[config.mk]
export PLATFORM = sky130hd
export DESIGN_NAME = fp32_mul_pipe
export DESIGN_NICKNAME = d
export VERILOG_FILES = /design/src/rtl/fpmul_pkg.sv /design/src/rtl/fpmul_ctrl.sv /design/src/rtl/fpmul_datapath.sv /design/src/rtl/fp32_mul_pipe.sv
export SDC_FILE = /design/constraint.sdc
export NUM_CORES = 2
export LEC_CHECK = 0
export ABC_AREA = 1
export BUFFER_PORTS_ARGS = -buffer_cell sky130_fd_sc_hd__buf_4
export CORE_ASPECT_RATIO = 1.4
export CORE_MARGIN = 2
export CORE_UTILIZATION = 40
export CTS_CLUSTER_DIAMETER = 50
export CTS_CLUSTER_SIZE = 12
export DETAILED_ROUTE_END_ITERATION = 8
export GPL_TIMING_DRIVEN = 0
export SETUP_SLACK_MARGIN = 0.15
export SLEW_MARGIN = 20
export SYNTH_ARGS = -nofsm -noshare
export SYNTH_HDL_FRONTEND = slang
export SYNTH_SLANG_ARGS = --single-unit
[constraint.sdc]
create_clock -name clk -period 7.4 [get_ports clk]
set_input_delay 0.74 -clock clk [delete_from_list [all_inputs] [get_ports clk]]
set_output_delay 0.74 -clock clk [all_outputs]
set_load 0.02 [all_outputs]
[src/rtl/fpmul_pkg.sv]
package fpmul_pkg;

  // Load strobes sent from the control to the datapath, one per register stage
  typedef struct packed {
    logic ld1;
    logic ld2;
    logic ld3;
  } pipeStrobes_t;

endpackage

[src/rtl/fpmul_ctrl.sv]
module fpmul_ctrl
  import fpmul_pkg::*;
(
  input  logic         clk,
  input  logic         rst,
  input  logic         inValid,
  output pipeStrobes_t strobes,
  output logic         outValid
);

  logic v1, v2, v3;

  always_ff @(posedge clk) begin
    if (rst) begin
      v1 <= 1'b0;
      v2 <= 1'b0;
      v3 <= 1'b0;
    end else begin
      v1 <= inValid;
      v2 <= v1;
      v3 <= v2;
    end
  end

  always_comb begin
    strobes.ld1 = inValid;
    strobes.ld2 = v1;
    strobes.ld3 = v2;
  end

  assign outValid = v3;

endmodule

[src/rtl/fpmul_datapath.sv]
module fpmul_datapath
  import fpmul_pkg::*;
#(
  parameter int EXP_W     = 8,
  parameter int FRAC_W    = 23,
  parameter bit SPLIT_MUL = 1'b1,
  localparam int WORD_W   = 1 + EXP_W + FRAC_W,
  localparam int SIG_W    = FRAC_W + 1,
  localparam int PROD_W   = 2 * SIG_W
)(
  input  logic              clk,
  input  logic              rst,
  input  pipeStrobes_t      strobes,
  input  logic [WORD_W-1:0] opA,
  input  logic [WORD_W-1:0] opB,
  output logic              resSign,
  output logic [EXP_W-1:0]  resExp,
  output logic [PROD_W-1:0] resSig,
  output logic              ovfFlag,
  output logic              unfFlag
);

  localparam int IEXP_W = EXP_W + 2;
  localparam int HALF   = SIG_W / 2;
  localparam int HI_W   = SIG_W - HALF;
  localparam logic signed [IEXP_W-1:0] BIAS_S  = IEXP_W'((2 ** (EXP_W - 1)) - 1);
  localparam logic signed [IEXP_W-1:0] EXP_TOP = IEXP_W'((2 ** EXP_W) - 1);

  // ---- operand field split ----
  logic [EXP_W-1:0]  expA, expB;
  logic [FRAC_W-1:0] fracA, fracB;
  logic [SIG_W-1:0]  sigA, sigB;
  logic              zeroIn, subIn;

  always_comb begin
    expA   = opA[WORD_W-2 -: EXP_W];
    expB   = opB[WORD_W-2 -: EXP_W];
    fracA  = opA[FRAC_W-1:0];
    fracB  = opB[FRAC_W-1:0];
    sigA   = {1'b1, fracA};
    sigB   = {1'b1, fracB};
    zeroIn = ((expA == '0) && (fracA == '0)) || ((expB == '0) && (fracB == '0));
    subIn  = ((expA == '0) && (fracA != '0)) || ((expB == '0) && (fracB != '0));
  end

  // ---- stage 1: sign, class, biased exponent sum ----
  logic             s1Sign, s1Zero, s1Sub;
  logic [EXP_W:0]   s1ExpSum;

  always_ff @(posedge clk) begin
    if (strobes.ld1) begin
      s1Sign   <= opA[WORD_W-1] ^ opB[WORD_W-1];
      s1Zero   <= zeroIn;
      s1Sub    <= subIn;
      s1ExpSum <= {1'b0, expA} + {1'b0, expB};
    end
  end

  // ---- significand multiplier, split or whole ----
  logic [PROD_W-1:0] prodNext;

  generate
    if (SPLIT_MUL) begin : g_split
      logic [SIG_W+HALF-1:0] s1PartLo;
      logic [SIG_W+HI_W-1:0] s1PartHi;

      always_ff @(posedge clk) begin
        if (strobes.ld1) begin
          s1PartLo <= {{HALF{1'b0}}, sigA} * {{SIG_W{1'b0}}, sigB[HALF-1:0]};
          s1PartHi <= {{HI_W{1'b0}}, sigA} * {{SIG_W{1'b0}}, sigB[SIG_W-1:HALF]};
        end
      end

      assign prodNext = {s1PartHi, {HALF{1'b0}}} +
                        {{(PROD_W-SIG_W-HALF){1'b0}}, s1PartLo};
    end else begin : g_whole
      logic [SIG_W-1:0] s1SigA, s1SigB;

      always_ff @(posedge clk) begin
        if (strobes.ld1) begin
          s1SigA <= sigA;
          s1SigB <= sigB;
        end
      end

      assign prodNext = {{SIG_W{1'b0}}, s1SigA} * {{SIG_W{1'b0}}, s1SigB};
    end
  endgenerate

  // ---- stage 2: full product, unbiased intermediate exponent ----
  logic                     s2Sign, s2Zero, s2Sub;
  logic signed [IEXP_W-1:0] s2Exp;
  logic [PROD_W-1:0]        s2Prod;

  always_ff @(posedge clk) begin
    if (strobes.ld2) begin
      s2Sign <= s1Sign;
      s2Zero <= s1Zero;
      s2Sub  <= s1Sub;
      s2Exp  <= $signed({1'b0, s1ExpSum}) - BIAS_S;
      s2Prod <= prodNext;
    end
  end

  // ---- normalizer and range check ----
  logic                     shiftNeeded;
  logic signed [IEXP_W-1:0] expNorm;
  logic [PROD_W-1:0]        sigNorm;
  logic [EXP_W-1:0]         expFinal;
  logic [PROD_W-1:0]        sigFinal;
  logic                     ovfNext, unfNext;

  always_comb begin
    shiftNeeded = s2Prod[PROD_W-1];
    expNorm     = s2Exp + $signed({1'b0, shiftNeeded});
    sigNorm     = shiftNeeded ? {1'b0, s2Prod[PROD_W-1:1]} : s2Prod;
    expFinal    = expNorm[EXP_W-1:0];
    sigFinal    = sigNorm;
    ovfNext     = 1'b0;
    unfNext     = 1'b0;
    if (s2Zero) begin
      expFinal = '0;
      sigFinal = '0;
    end else if (s2Sub) begin
      expFinal = '0;
      sigFinal = '0;
      unfNext  = 1'b1;
    end else if (expNorm[IEXP_W-1] || (expNorm == '0)) begin
      expFinal = '0;
      sigFinal = '0;
      unfNext  = 1'b1;
    end else if (expNorm >= EXP_TOP) begin
      expFinal = '1;
      sigFinal = '0;
      ovfNext  = 1'b1;
    end
  end

  // ---- stage 3: output register ----
  always_ff @(posedge clk) begin
    if (rst) begin
      resSign <= 1'b0;
      resExp  <= '0;
      resSig  <= '0;
      ovfFlag <= 1'b0;
      unfFlag <= 1'b0;
    end else if (strobes.ld3) begin
      resSign <= s2Sign;
      resExp  <= expFinal;
      resSig  <= sigFinal;
      ovfFlag <= ovfNext;
      unfFlag <= unfNext;
    end
  end

endmodule

[src/rtl/fp32_mul_pipe.sv]
module fp32_mul_pipe
  import fpmul_pkg::*;
#(
  parameter int EXP_W     = 8,
  parameter int FRAC_W    = 23,
  parameter bit SPLIT_MUL = 1'b1,
  localparam int WORD_W   = 1 + EXP_W + FRAC_W,
  localparam int PROD_W   = 2 * (FRAC_W + 1)
)(
  input  logic              clk,
  input  logic              rst,
  input  logic              inValid,
  input  logic [WORD_W-1:0] opA,
  input  logic [WORD_W-1:0] opB,
  output logic              outValid,
  output logic              resSign,
  output logic [EXP_W-1:0]  resExp,
  output logic [PROD_W-1:0] resSig,
  output logic              ovfFlag,
  output logic              unfFlag
);

  pipeStrobes_t strobes;

  fpmul_ctrl u_ctrl (
    .clk      (clk),
    .rst      (rst),
    .inValid  (inValid),
    .strobes  (strobes),
    .outValid (outValid)
  );

  fpmul_datapath #(
    .EXP_W     (EXP_W),
    .FRAC_W    (FRAC_W),
    .SPLIT_MUL (SPLIT_MUL)
  ) u_dp (
    .clk     (clk),
    .rst     (rst),
    .strobes (strobes),
    .opA     (opA),
    .opB     (opB),
    .resSign (resSign),
    .resExp  (resExp),
    .resSig  (resSig),
    .ovfFlag (ovfFlag),
    .unfFlag (unfFlag)
  );

endmodule

==> impl_metrics.csv <==
group,metric,value,unit
status,run_status,"finished clean",
floorplan,initial_core_util,40.2,%
job,max_cap_violations,0,
cells_and_area,n_fill_cell,7326,
power,intPower,6.84,mW
power,switchingPower,8.43,mW
worst_setup_path,timing.critical_path.depth,19,
drt,drt_pass1_iterations,5,
worst_setup_path,reg2regPathDepth,13,
timing,timing.clock.skew,0.0301,ns
drt,post_drt_antenna_nets,0,
floorplan,design.portCount,127,
worst_setup_path,critPathMaxStageDelay,0.76,ns
floorplan,die_width,230,um
worst_setup_path,crit_fanout,10,
worst_setup_path,critical_path.reg2reg.startpoint,"u_dp.g_split.s1PartLo[12]",
power,power_frac_comb,78.1,%
drt,vias,22841,
worst_setup_path,worst-endpoint-required,7.66,ns
floorplan,placeableCoreArea,0.0711,mm^2
logic_synthesis,synth_sequential_area_ratio,19.5,%
worst_setup_path,crit_top_cell,"sky130_fd_sc_hd__fa_1",
logic_synthesis,yosys_warnings,0,
timing,maxSlewHeadroom,36.3,%
worst_setup_path,rrSetupSlack,4.73,ns
power,p_seq_share,15.2,%
drt,initialDrtViolationCount,1520,
logic_synthesis,synthesis.area_per_instance,8.12,um^2
logic_synthesis,synthFlopType,"sky130_fd_sc_hd__edfxtp_1",
drt,drc_errors,0,
clock_tree,post_cts.resized_instances,0,
timing,rsz0062_at_grt,"false",
cells_and_area,most-common-layout-cells,"sky130_fd_sc_hd__nand2_1 (994), sky130_fd_sc_hd__inv_1 (843), sky130_fd_sc_hd__fa_1 (442)",
cells_and_area,fin_cells,4618,
clock_tree,clk-insertion-delay-late,0.54,ns
logic_synthesis,synthesized_netlist_net_count,4208,
worst_setup_path,slowest_stage,"sky130_fd_sc_hd__clkbuf_1",
worst_setup_path,worstSetupPathType,"in2reg",
clock_tree,worst_setup_hold_path_clk_slew,0.06,ns
logic_synthesis,synth-seq-cells,206,
logic_synthesis,post_synthesis_instance_total,3517,
worst_setup_path,cp_cell_sequence,"clkbuf_1 > clkbuf_1 > nand2_1 > fa_1 > inv_1 > fa_1 > fa_1 > fa_1 > inv_1 > fa_1 > inv_1 > ha_1 > nand2_1 > nor2_1 > nand2_1 > o21ai_0 > nand3_1 > nand2_1 > xor2_1",
drt,post_drt_wl_per_cell,18.1,um
logic_synthesis,synth.distinct_cells,44,
power,finalPower,15.3,mW
cells_and_area,fin_util,44.1,%
grt,gr-total-overflow,0,
power,p_leak,16.1,nW
power,switching_share,55.2,%
min_path,worst_hold_path_startpoint,"u_dp.g_split.s1PartLo[5]",
power,vdd_drop_max,431,uV
min_path,worst_hold_path_type,"reg2reg",
timing,setup_viol_count_final,0,
clock_tree,cts-htree-levels,1,
grt,grt_max_degree,86,
worst_setup_path,timing.critical_path.from_type,"input pin",
grt,grt_pass1_vias,23570,
floorplan,dieArea,0.0736,mm^2
logic_synthesis,syn-cell-area,0.0286,mm^2
grt,grt_first_pass_wirelength,130000,um
timing,worst_pin_slew,0.955,ns
clock_tree,clock-sinks,206,
power,power.clock.fraction,6.7,%
clock_tree,clock_buffers_created_by_tritoncts,22,
placed_design,place.detailed.hpwl,70700,um
cells_and_area,leading_cell_type_in_the_layout_fill_and_taps_excluded,"sky130_fd_sc_hd__nand2_1",
grt,grtUsageTotal,22.9,%
power,power_density,488,mW/mm^2
worst_setup_path,r2r_end,"u_dp.s2Prod[32]",
clock_tree,post-cts-setup-buffer-count,0,
clock_tree,cts_root_buf,"sky130_fd_sc_hd__clkbuf_16",
worst_setup_path,crit_arrival,6.97,ns
logic_synthesis,ys_async_sr_fraction,0,%
drt,post_drt_via_cell_ratio,4.95,
timing,fin_crit,6.71,ns
floorplan,floorplan.rows,116,
clock_tree,cts_buffer_depth,3,
worst_setup_path,endpoint_kind,"flop",
drt,route.final.wire_length,83500,um
timing,post-route-period-util,90.7,%
timing,final-hold-violation-count,0,
min_path,timing.hold.worst_endpoint,"u_dp.s2Prod[5]",
grt,number_of_antenna_violations_at_the_first_check_in_global_routing,1,
placed_design,placed_cells_incl_taps,4576,
clock_tree,post_cts_hold_buffer_count,0,
timing,final_max_slew_viol_count,0,
timing,max_freq,0.149,GHz
worst_setup_path,kind_of_cell_with_the_highest_combined_delay_on_the_critical_path,"adder cells",
cells_and_area,net_count_final,4348,
worst_setup_path,cp.buffers_inverters,5,
cells_and_area,drive_gt1_share,6.75,%
placed_design,placement.io_buffers,114,
timing,fin_setup_tns,0,ns
min_path,cell_count_of_the_worst_hold_path,0,
cells_and_area,areaGrowthSynthToFinish,9.66,%
placed_design,finalWeightedCongestion,0.950,
clock_tree,tritoncts,"yes",
floorplan,die_y,320,um
timing,final.hold.worst_slack,0.415,ns
logic_synthesis,number_of_enable_type_register_cells_in_the_synthesized_netlist,145,
## cells by family after synthesis
family	Yosys count	share of synthesized area (%)
AOI/OAI and AO/OA	306	6.48
xor gates and xnor gates	98	3.00
adders and majority gates	624	38.9
buffers and inverters	982	13.2
DFF	206	19.5
other	1	0.0131
and+or+nand+nor	1300	18.8
## Yosys cell counts, types with 2 or more instances
library cell,number,area share [%]
sky130_fd_sc_hd__o21bai_1,17,0.45
sky130_fd_sc_hd__o2111ai_1,3,0.092
sky130_fd_sc_hd__inv_1,843,11
sky130_fd_sc_hd__nand3b_1,2,0.053
sky130_fd_sc_hd__a21oi_1,128,2.2
sky130_fd_sc_hd__nor3_1,13,0.23
sky130_fd_sc_hd__nand3_2,41,1.4
sky130_fd_sc_hd__edfxtp_1,145,15
sky130_fd_sc_hd__nand2_1,994,13
sky130_fd_sc_hd__a22oi_1,2,0.053
sky130_fd_sc_hd__xnor2_1,28,0.86
sky130_fd_sc_hd__dfxtp_1,61,4.3
sky130_fd_sc_hd__or2_2,2,0.044
sky130_fd_sc_hd__o221ai_1,2,0.061
sky130_fd_sc_hd__o21a_1,7,0.18
sky130_fd_sc_hd__nor2_4,2,0.079
sky130_fd_sc_hd__a21o_1,14,0.37
sky130_fd_sc_hd__nand2_2,3,0.066
sky130_fd_sc_hd__o21ai_1,8,0.14
sky130_fd_sc_hd__nand3_1,76,1.3
sky130_fd_sc_hd__nand4_1,22,0.48
sky130_fd_sc_hd__buf_4,6,0.16
sky130_fd_sc_hd__o21ai_0,61,1.1
sky130_fd_sc_hd__xor2_1,70,2.1
sky130_fd_sc_hd__ha_1,182,8.0
sky130_fd_sc_hd__buf_12,4,0.28
sky130_fd_sc_hd__fa_1,442,31
sky130_fd_sc_hd__buf_1,2,0.026
sky130_fd_sc_hd__a31oi_1,9,0.20
sky130_fd_sc_hd__nor2_1,129,1.7
sky130_fd_sc_hd__o211ai_1,2,0.053
sky130_fd_sc_hd__a21boi_0,10,0.26
sky130_fd_sc_hd__a21oi_2,40,1.2
sky130_fd_sc_hd__clkbuf_1,123,1.6
sky130_fd_sc_hd__nor4_1,13,0.28
sky130_fd_sc_hd__nor2_2,3,0.066
## flip-flops by register name (all words and copies together) (netlist names), 8 cells and up
name and count:
u_dp.g_split.s1PartHi 36, u_dp.g_split.s1PartLo 36, u_dp.resExp 8, u_dp.resSig 47, u_dp.s1ExpSum 9, u_dp.s2Exp 10
u_dp.s2Prod 48
## stage by stage
step / worst slack, ns / area, um^2
after floorplan: 1.92 / 28600
after global placement: 0.302 / 30600
after detailed placement: 0.266 / 30600
after CTS: 0.808 / 31300
after global routing: 0.568 / 31300
final: 0.689 / 31300
## power groups by stage
stage          sequential (mW)  clock, mW  combinational [mW]
6_report                  2.33       1.02                11.9
5_1_grt                   2.37       1.10                13.3
4_1_cts                   2.34       1.06                11.9
3_5_place_dp              2.36          0                11.8
3_3_place_gp              2.36          0                11.8
2_1_floorplan             2.28          0                8.35
## worst max path at each step
stage / slack, ns / endpoint / from
floorplan: 1.92 / u_dp.g_split.s1PartLo[35] / opB[3]
global placement: 0.30 / u_dp.g_split.s1PartLo[33] / opA[8]
detailed placement: 0.27 / u_dp.g_split.s1PartLo[33] / opA[8]
CTS: 0.81 / u_dp.g_split.s1PartLo[33] / opA[8]
global route: 0.57 / u_dp.g_split.s1PartLo[33] / opA[8]
finish: 0.69 / u_dp.g_split.s1PartLo[33] / opA[8]
## final cells by class
class | instances | area (um^2) | share of cell area, %
antenna | 1 | 2.50 | 0.00799
sequential | 206 | 5580 | 17.8
tap | 944 | 1180 | 3.77
multi-input combinational | 2329 | 19200 | 61.3
clock buffer | 37 | 609 | 1.94
clock inverter | 3 | 52.6 | 0.168
timing repair buffer | 116 | 911 | 2.91
inverter | 845 | 3170 | 10.1
buffer | 137 | 611 | 1.95
## per-layer routing
layer	global-route usage [%]	share of wire, %
met5	0	0
met4	13.4	6.6
met3	2.41	5.4
met2	40.8	50
met1	26.7	38
Power figures use the tool's default switching activity.
